### src/rtl/dac_seq_pkg.sv
`timescale 1ns/1ps
package dac_seq_pkg;
    typedef enum logic [3:0] {
        S_IDLE, S_RANGE, S_ZERO, S_SETUP, S_POLL_A,
        S_DLO, S_DHI, S_TRIG, S_POLL_B, S_DONE, S_FAIL
    } seq_state_e;

    localparam logic [7:0] CMD_SETUP = 8'h60;
    localparam logic [7:0] CMD_LOAD  = 8'h70;
    localparam logic [1:0] OFF_LOW   = 2'd0;
    localparam logic [1:0] OFF_HIGH  = 2'd1;
    localparam logic [1:0] OFF_CMD   = 2'd2;
    localparam logic [1:0] OFF_STAT  = 2'd3;
    localparam int         READY_BIT = 7;
endpackage

### src/rtl/dac_poll_timer.sv
`timescale 1ns/1ps
module dac_poll_timer #(
    parameter int LIMIT = 100000
) (
    input  logic clk,
    input  logic rst_n,
    input  logic clr,
    input  logic inc,
    output logic expired
);
    localparam int CW = $clog2(LIMIT + 1);

    logic [CW-1:0] cnt;

    always_ff @(posedge clk or negedge rst_n) begin
        if (!rst_n)   cnt <= '0;
        else if (clr) cnt <= '0;
        else if (inc) cnt <= cnt + 1'b1;
    end

    // high during the last allowed poll
    assign expired = (cnt == CW'(LIMIT - 1));
endmodule

### src/rtl/dac_shadow_bank.sv
`timescale 1ns/1ps
module dac_shadow_bank #(
    parameter int N_CHAN = 8,
    parameter int DATA_W = 16,
    localparam int CH_W  = $clog2(N_CHAN)
) (
    input  logic              clk,
    input  logic              rst_n,
    input  logic              we,
    input  logic [CH_W-1:0]   idx,
    input  logic [DATA_W-1:0] val,
    input  logic [CH_W-1:0]   rb_idx,
    output logic [DATA_W-1:0] rb_val
);
    logic [DATA_W-1:0] mem [N_CHAN];

    for (genvar g = 0; g < N_CHAN; g++) begin : g_slot
        always_ff @(posedge clk or negedge rst_n) begin
            if (!rst_n)                           mem[g] <= '0;
            else if (we && (idx == CH_W'(g)))     mem[g] <= val;
        end
    end

    assign rb_val = mem[rb_idx];
endmodule

### src/rtl/dac_seq_fsm.sv
`timescale 1ns/1ps
module dac_seq_fsm
    import dac_seq_pkg::*;
#(
    parameter int N_CHAN      = 8,
    parameter int GROUP_CHANS = 4,
    parameter int DATA_W      = 16,
    parameter int RANGE_W     = 4,
    parameter int RANGE_LAST  = 5,
    parameter int CHAN_REQ_W  = 4,
    localparam int CH_W       = $clog2(N_CHAN),
    localparam int SUB_W      = $clog2(GROUP_CHANS)
) (
    input  logic                  clk,
    input  logic                  rst_n,
    input  logic                  req_valid,
    input  logic [CHAN_REQ_W-1:0] req_chan,
    input  logic [RANGE_W-1:0]    req_range,
    input  logic [DATA_W-1:0]     req_data,
    input  logic [7:0]            bus_rdata,
    input  logic                  poll_expired,
    output logic                  poll_clr,
    output logic                  poll_inc,
    output logic                  bus_wr,
    output logic                  bus_rd,
    output logic [2:0]            bus_addr,
    output logic [7:0]            bus_wdata,
    output logic                  busy,
    output logic                  done,
    output logic                  err,
    output logic                  shadow_we,
    output logic [CH_W-1:0]       shadow_idx,
    output logic [DATA_W-1:0]     shadow_val
);
    seq_state_e state, nxt;

    logic [CH_W-1:0]    cap_chan;
    logic [RANGE_W-1:0] cap_range;
    logic [DATA_W-1:0]  cap_data;
    logic               req_ok;
    logic               ready;
    logic               grp;
    logic [7:0]         sub_field;

    assign req_ok    = (req_chan < CHAN_REQ_W'(N_CHAN)) &&
                       (req_range <= RANGE_W'(RANGE_LAST));
    assign ready     = bus_rdata[READY_BIT];
    assign grp       = cap_chan[CH_W-1];
    assign sub_field = 8'(cap_chan[SUB_W-1:0]) << 1;

    // state register and request capture
    always_ff @(posedge clk or negedge rst_n) begin
        if (!rst_n) begin
            state     <= S_IDLE;
            cap_chan  <= '0;
            cap_range <= '0;
            cap_data  <= '0;
        end else begin
            state <= nxt;
            if (state == S_IDLE && req_valid) begin
                cap_chan  <= req_chan[CH_W-1:0];
                cap_range <= req_range;
                cap_data  <= req_data;
            end
        end
    end

    always_comb begin
        nxt = state;
        unique case (state)
            S_IDLE:   if (req_valid) nxt = req_ok ? S_RANGE : S_FAIL;
            S_RANGE:  nxt = S_ZERO;
            S_ZERO:   nxt = S_SETUP;
            S_SETUP:  nxt = S_POLL_A;
            S_POLL_A: if (ready) nxt = S_DLO;
                      else if (poll_expired) nxt = S_FAIL;
            S_DLO:    nxt = S_DHI;
            S_DHI:    nxt = S_TRIG;
            S_TRIG:   nxt = S_POLL_B;
            S_POLL_B: if (ready) nxt = S_DONE;
                      else if (poll_expired) nxt = S_FAIL;
            S_DONE:   nxt = S_IDLE;
            S_FAIL:   nxt = S_IDLE;
            default:  nxt = S_IDLE;
        endcase
    end

    // outputs decoded from the state
    always_comb begin
        bus_wr     = 1'b0;
        bus_rd     = 1'b0;
        bus_addr   = {grp, OFF_LOW};
        bus_wdata  = 8'h00;
        poll_clr   = 1'b1;
        poll_inc   = 1'b0;
        shadow_we  = 1'b0;
        busy       = (state != S_IDLE);
        done       = (state == S_DONE);
        err        = (state == S_FAIL);
        shadow_idx = cap_chan;
        shadow_val = cap_data;
        unique case (state)
            S_RANGE: begin
                bus_wr    = 1'b1;
                bus_addr  = {grp, OFF_LOW};
                bus_wdata = 8'(cap_range);
            end
            S_ZERO: begin
                bus_wr    = 1'b1;
                bus_addr  = {grp, OFF_HIGH};
            end
            S_SETUP: begin
                bus_wr    = 1'b1;
                bus_addr  = {grp, OFF_CMD};
                bus_wdata = CMD_SETUP | sub_field;
            end
            S_DLO: begin
                bus_wr    = 1'b1;
                bus_addr  = {grp, OFF_LOW};
                bus_wdata = cap_data[7:0];
            end
            S_DHI: begin
                bus_wr    = 1'b1;
                bus_addr  = {grp, OFF_HIGH};
                bus_wdata = cap_data[15:8];
            end
            S_TRIG: begin
                bus_wr    = 1'b1;
                bus_addr  = {grp, OFF_CMD};
                bus_wdata = CMD_LOAD | sub_field;
            end
            S_POLL_A, S_POLL_B: begin
                bus_rd    = 1'b1;
                bus_addr  = {grp, OFF_STAT};
                poll_clr  = 1'b0;
                poll_inc  = !ready;
                shadow_we = (state == S_POLL_B) && ready;
            end
            default: ;
        endcase
    end
endmodule

### src/rtl/dac_update_seq.sv
`timescale 1ns/1ps
module dac_update_seq #(
    parameter int N_CHAN      = 8,
    parameter int GROUP_CHANS = 4,
    parameter int DATA_W      = 16,
    parameter int RANGE_W     = 4,
    parameter int RANGE_LAST  = 5,
    parameter int CHAN_REQ_W  = 4,
    parameter int POLL_LIMIT  = 100000
) (
    input  logic        clk,
    input  logic        rst_n,
    input  logic        req_valid,
    input  logic [3:0]  req_chan,
    input  logic [3:0]  req_range,
    input  logic [15:0] req_data,
    output logic        busy,
    output logic        done,
    output logic        err,
    output logic        bus_wr,
    output logic        bus_rd,
    output logic [2:0]  bus_addr,
    output logic [7:0]  bus_wdata,
    input  logic [7:0]  bus_rdata,
    input  logic [2:0]  rb_chan,
    output logic [15:0] rb_data
);
    localparam int CH_W = $clog2(N_CHAN);

    logic              poll_clr, poll_inc, poll_expired;
    logic              sh_we;
    logic [CH_W-1:0]   sh_idx;
    logic [DATA_W-1:0] sh_val;

    dac_seq_fsm #(
        .N_CHAN(N_CHAN), .GROUP_CHANS(GROUP_CHANS), .DATA_W(DATA_W),
        .RANGE_W(RANGE_W), .RANGE_LAST(RANGE_LAST), .CHAN_REQ_W(CHAN_REQ_W)
    ) u_fsm (
        .clk(clk), .rst_n(rst_n),
        .req_valid(req_valid), .req_chan(req_chan),
        .req_range(req_range), .req_data(req_data),
        .bus_rdata(bus_rdata), .poll_expired(poll_expired),
        .poll_clr(poll_clr), .poll_inc(poll_inc),
        .bus_wr(bus_wr), .bus_rd(bus_rd),
        .bus_addr(bus_addr), .bus_wdata(bus_wdata),
        .busy(busy), .done(done), .err(err),
        .shadow_we(sh_we), .shadow_idx(sh_idx), .shadow_val(sh_val)
    );

    dac_poll_timer #(.LIMIT(POLL_LIMIT)) u_timer (
        .clk(clk), .rst_n(rst_n),
        .clr(poll_clr), .inc(poll_inc), .expired(poll_expired)
    );

    dac_shadow_bank #(.N_CHAN(N_CHAN), .DATA_W(DATA_W)) u_shadow (
        .clk(clk), .rst_n(rst_n),
        .we(sh_we), .idx(sh_idx), .val(sh_val),
        .rb_idx(rb_chan), .rb_val(rb_data)
    );
endmodule

### config.mk
export PLATFORM = sky130hd
export DESIGN_NAME = dac_update_seq
export DESIGN_NICKNAME = d
export VERILOG_FILES = /design/src/rtl/dac_seq_pkg.sv /design/src/rtl/dac_poll_timer.sv /design/src/rtl/dac_shadow_bank.sv /design/src/rtl/dac_seq_fsm.sv /design/src/rtl/dac_update_seq.sv
export SDC_FILE = /design/constraint.sdc
export NUM_CORES = 1
export LEC_CHECK = 0
export ABC_AREA = 1
export BUFFER_PORTS_ARGS = -buffer_cell sky130_fd_sc_hd__buf_2
export CAP_MARGIN = 40
export CORE_MARGIN = 1.5
export CORE_UTILIZATION = 45
export DETAILED_ROUTE_END_ITERATION = 10
export PLACE_DENSITY_LB_ADDON = 0.15
export SYNTH_ARGS = -nofsm -noshare
export SYNTH_HDL_FRONTEND = slang
export SYNTH_SLANG_ARGS = --single-unit
### constraint.sdc
create_clock -name clk -period 1.45 [get_ports clk]
set_input_delay 0 -clock clk [delete_from_list [all_inputs] [get_ports clk]]
set_output_delay 0 -clock clk [all_outputs]
set_load 0.005 [all_outputs]
After elaboration in Yosys (flattened, before gate mapping)
Cells that the tools add are included.
{ "totals": {"input_bits": 38, "out_inout_bits": 32, "ff_bits": 172} }
{ "classes": {"eq_ne": 20, "n_mux": 17, "order_cmp": 3, "addsub": 1, "n_bitwise": 1, "n_reduce_logical": 19} }
{ "ops": {"columns": ["op", "count"], "rows": [
  ["binary-select mux 16 bit (select 3 bit)", 1],
  ["one-hot mux 8 bit (5 select lines)", 1],
  ["one-hot mux 4 bit (9 select lines)", 1],
  ["2-to-1 mux 17 bit", 2],
  ["2-to-1 mux 16 bit", 2],
  ["2-to-1 mux 4 bit", 5],
  ["adder 17 x 1 -> 17 bit, second input constant", 1],
  ["== test 17 bit, second input constant", 1],
  ["== test 4 x 3 -> 1 bit, second input constant", 4],
  ["== test 3 bit, second input constant", 4],
  ["== test 4 bit, second input constant", 3],
  ["logical AND 1 bit", 11],
  ["== test 4 x 2 -> 1 bit, second input constant", 2],
  ["== test 3 x 2 -> 1 bit, second input constant", 2],
  ["one-hot mux 2 bit (3 select lines)", 1],
  ["OR reduction 2 bit", 3],
  ["OR reduction 6 bit", 1],
  ["== test 4 x 1 -> 1 bit, second input constant", 1],
  ["greater-or-equal comparator 4 bit, second input constant", 1],
  ["less-or-equal comparator 4 x 3 -> 1 bit, second input constant", 1],
  ["zero test 4 bit", 1],
  ["< comparator 4 bit, second input constant", 1],
  ["2-to-1 mux 1 bit", 4],
  ["inequality test 2 bit, second input constant", 2],
  ["5 further kinds", 5]
]} }

Logic depth before layout (Yosys ltp)
{ "logic_depth": {"depth_word": 5, "depth_mapped": 9, "ltp_nobuf": 9} }

By module
Synthesis repeated with hierarchy kept, for this count alone.
{ "hier_totals": {"cells_unflattened": 1194, "hier_area_um2": 8780.9} }
{ "modules_own_cells": {"columns": ["mod", "cells_each", "area_per_inst_um2", "n_inst", "seq_area_each_um2"], "rows": [
  ["dac_shadow_bank", 867, 6277.3, 1, 3203.1],
  ["dac_seq_fsm", 194, 1486.4, 1, 675.6],
  ["dac_poll_timer", 133, 1017.2, 1, 425.4]
]} }

Worst setup path after synthesis
No wires, ideal clock.
{ "synth_timing": {"path_type": "register -> register", "start": "register u_fsm.state[1]", "end": "register u_shadow.mem[27] (netlist bit)", "period_less_slack_ps": 1445, "slack_ps": 5, "arrival_ps": 1315, "path_stages_with_launch": 10, "setup_time_ps": 130, "t_required_ps": 1320, "cell_sequence": "dfrtp_1 -> inv_1 -> nand2_1 -> nor2_4 -> nand2_4 -> nor2_8 -> nand3_4 -> buf_6 -> nand2_1 -> o21ai_2"} }
{ "synth_via": {"elab_chain_len": 4} }
{ "synth_lines": {"columns": ["element", "line", "source"], "rows": [
  ["start, declared", "dac_seq_fsm.sv:35", "seq_state_e state, nxt;"],
  ["start signal, assigned", "dac_seq_fsm.sv:59", "state <= nxt;"],
  ["== test 4 x 3 -> 1 bit / == test 4 bit (equally long branches)", "dac_seq_fsm.sv:102, dac_seq_fsm.sv:137", null],
  ["OR reduction 2 bit / logical AND 1 bit (equally long branches)", "dac_seq_fsm.sv:102, dac_seq_fsm.sv:137", null],
  ["2-to-1 mux 1 bit *", "dac_seq_fsm.sv:102", "unique case (state)"],
  ["logical AND 1 bit *", "dac_shadow_bank.sv:20", "else if (we && (idx == CH_W'(g))) mem[g] <= val;"],
  ["end signal, assigned by index", "dac_shadow_bank.sv:20", null],
  ["end, declared", "dac_shadow_bank.sv:15", "logic [DATA_W-1:0] mem [N_CHAN];"]
]} }
Mark *: on every way between the ends. The rest lies on a longest branch, timed or not.
A chain may end at the register's enable or synchronous reset.

Worst setup path after layout
{ "layout_timing": {"start": "register u_fsm.state[2]", "end": "output port bus_wdata[1]"} }
{ "layout_via": {"elab_chain_len": 2} }
{ "layout_lines": {"columns": ["element", "line", "source"], "rows": [
  ["== test 4 x 3 -> 1 bit, or another cell as far along", "dac_seq_fsm.sv:102", null],
  ["one-hot mux 8 bit (5 select lines) *", "dac_seq_fsm.sv:102", null],
  ["end, declared", "dac_update_seq.sv:23", "output logic [7:0] bus_wdata,"]
]} }
Marks and branches as above.

==> metrics.txt <==
synthesized instance count 928; failing checks setup timing; Area Overhead vs Synth 39.4%; GRT overflow 0; Initial DRC Count 537; Yosys warning total 0; Worst EP arrival 1.77 ns; DRC Markers 0; number of antenna violations at the first check in global routing 0; Sum Neg Setup Slack -29.62 ns; CP max FO 4; Reg clk slew, reported paths 0.07 ns; largest net degree at the start of global routing 65; Pwr Total 0.0202 W; post-synth top area share 0.508; critical path launch point type register; post-route cell area 0.0118 mm²; Sink Count 172; Row Count 50; status complete, but fails checks; vias in the first global route 6861; slack of the critical path -0.319 ns; max_cap viols 0; CTS tree yes; worst-margin pin slew 0.688 ns; die extent in x 140 µm; M1 WL 11900 µm; Final Hold Vio Count 0; Crit Path Class reg2out; top sig layer met4; Initial DRT Pass Iterations 7; DRT antenna net count 0; Post-Route WL 26400 µm; final setup fails 175; share of layout cells above drive strength 1 0.432; Synth area leaders dfrtp_1 51%, nand2_1 11%, o21ai_2 9.6%, mux2i_1 3.8%, o21ai_0 3.7%; CTS Buf Count 17; Final #Nets 1140; DP HPWL 13600 µm; Worst Setup End Kind output pin; Synthesized Nets 967; DR WL met3 1450 µm; Final period util 1.22; sequential cell area fraction in the yosys report 0.508; Pleak 5.51 nW; post-synth cell types 34; CTS Buffer Depth 2; worst-skew pair later-pin latency 0.44 ns; Mapped Area 0.00848 mm²; Root Buffer clkbuf_16; antenna cells 0; first-pass GRT wire length 38200 µm; GPL Wtd Cong 0.848; Crit path required time 1.45 ns; Mean Syn Cell Area 9.13 µm²; Final min period 1.77 ns; Routed met2 length 12600 µm; core area 0.0186 mm²; die area 0.0197 mm²; Worst Hold Class in2async; DR WL/cell 19.6 µm; Slew Viols, Final 0; Worst Skew 0.0122 ns; Worst slew margin 0.540; starting density of the core 0.456; Via density 5.48; Via Count 7390; I/O Buffers 62; peak supply drop 0.00116 V; # IOs 70; H-tree Lvls 4; cell taking the most area after synthesis dfrtp_1; Die Y 140 µm; dpl cell area 0.00945 mm²; gr usage total 0.254; maximum clock rate 565 MHz; RSZ-0062 raised after global routing true; pwr/cell area 1710 mW/mm²; flops & latches, synth 172
## path summary, 6_finish.rpt
check | from | end | slack (ns) | cells after the start
min in group clk | req_chan[3] | u_fsm.state[0] | 0.07 | 6
setup / recovery | u_fsm.state[2] | bus_wdata[1] | -0.32 | 8
hold / removal | rst_n | u_shadow.mem[56] | 0.01 | 2
hold reg to reg | u_shadow.mem[22] | u_shadow.mem[22] | 0.48 | 2
max in group asynchronous | rst_n | u_fsm.state[3] | 0.83 | 3
setup reg to reg | u_fsm.state[2] | u_shadow.mem[62] | -0.26 | 10
## metal layers
layer	up-vias	global-route usage
met4	0	0.0548
met3	33	0.0462
met1	3638	0.363
met2	247	0.404
li1	3472	-
met5	-	0
## timing repair
action	CTS	global route
gates resized for setup	132	118
endpoints found under the setup margin	124	195
hold buffers	26	0
endpoints found under the hold margin	202	0
cloned	7	16
pin swaps	12	19
setup buffers	13	14
## report_power, final
part	total, W	switching [W]	internal (W)
Combinational	0.00817	0.00456	0.00361
Sequential	0.00747	0.00107	0.00640
Clock	0.00453	0.00201	0.00252
## registers in the layout, indices dropped and copies added, names as in the netlist
| register | count |
|---|---|
| u_fsm.shadow_val | 16 |
| u_fsm.cap_range | 4 |
| u_timer.cnt | 17 |
| u_shadow.mem | 128 |
| u_fsm.state | 4 |
| u_fsm.shadow_idx | 3 |
## per-stage QoR
| step | cells | utilization | worst slack [ns] | hold slack [ns] |
|---|---|---|---|---|
| 2_1_floorplan | 928 | - | 0.00497 | -0.296 |
| 3_3_place_gp | 1243 | 0.509 | -0.00934 | -0.0952 |
| 3_5_place_dp | 1243 | 0.509 | -0.0291 | -0.0948 |
| 4_1_cts | 1319 | 0.593 | -0.245 | 0.0126 |
| 5_1_grt | 1348 | 0.636 | -0.361 | 0.0119 |
| 6_report | 1348 | 0.636 | -0.319 | 0.0141 |
## critical path, stage by stage, from the launching register on
cell and delay, ns:
dfrtp_1 0.40, buf_6 0.13, nor2_4 0.13, buf_6 0.13, nand2_4 0.08, o22ai_4 0.17, a21oi_2 0.06, o21ai_2 0.08
buf_2 0.15
## cells in the mapped netlist
| cell | count |
|---|---|
| o221ai_1 | 3 |
| mux2i_1 | 32 |
| buf_1 | 3 |
| nor3_1 | 7 |
| a21oi_1 | 17 |
| a211oi_1 | 1 |
| nand2_2 | 14 |
| nor2_4 | 1 |
| o211ai_1 | 2 |
| o21ai_2 | 93 |
| clkbuf_1 | 11 |
| nor2_1 | 75 |
| inv_1 | 54 |
| nor2_8 | 2 |
| nand2_4 | 1 |
| buf_2 | 7 |
| a31oi_1 | 2 |
| ha_1 | 1 |
| dfrtp_1 | 172 |
| o21ai_0 | 63 |
| buf_6 | 24 |
| nand3_1 | 11 |
| buf_4 | 3 |
| nor3b_1 | 2 |
| nand2_1 | 241 |
| o22ai_1 | 35 |
| clkbuf_2 | 2 |
| nand4_1 | 5 |
| inv_2 | 1 |
| o21a_1 | 2 |
| a21oi_2 | 1 |
| nor2_2 | 1 |
| o21ai_1 | 35 |
| nand3_4 | 4 |
## kinds of logic (layout without fill, tap and decap cells)
kind of cell,count (synthesis),in the layout,synth area share
flops,172,172,0.508
fa+ha+maj,1,1,0.00148
simple gates,364,364,0.183
buf+inv,105,291,0.0704
mux,32,32,0.0378
compound gates,254,254,0.200
## placed cells by master, fill, tap and decap left out, drive strengths merged, types with 7 or more instances in the layout
cell	netlist	final
a21oi	18	18
mux2i	32	32
dlygate4sd3	0	26
nand2	256	256
nor3	7	7
buf	37	167
nor2	79	79
clkbuf	13	32
dfrtp	172	172
nand3	15	15
o22ai	35	35
o21ai	191	191
inv	55	58
## cell type report
cell class	instances	area (µm²)
fill	1499	6760
sequential	172	4310
tap	234	293
multi-input combinational	651	4260
timing repair buffer	204	2170
clock buffer	21	470
inverter	55	211
clock inverter	11	106
No activity file was read; power rests on OpenSTA's default activity.
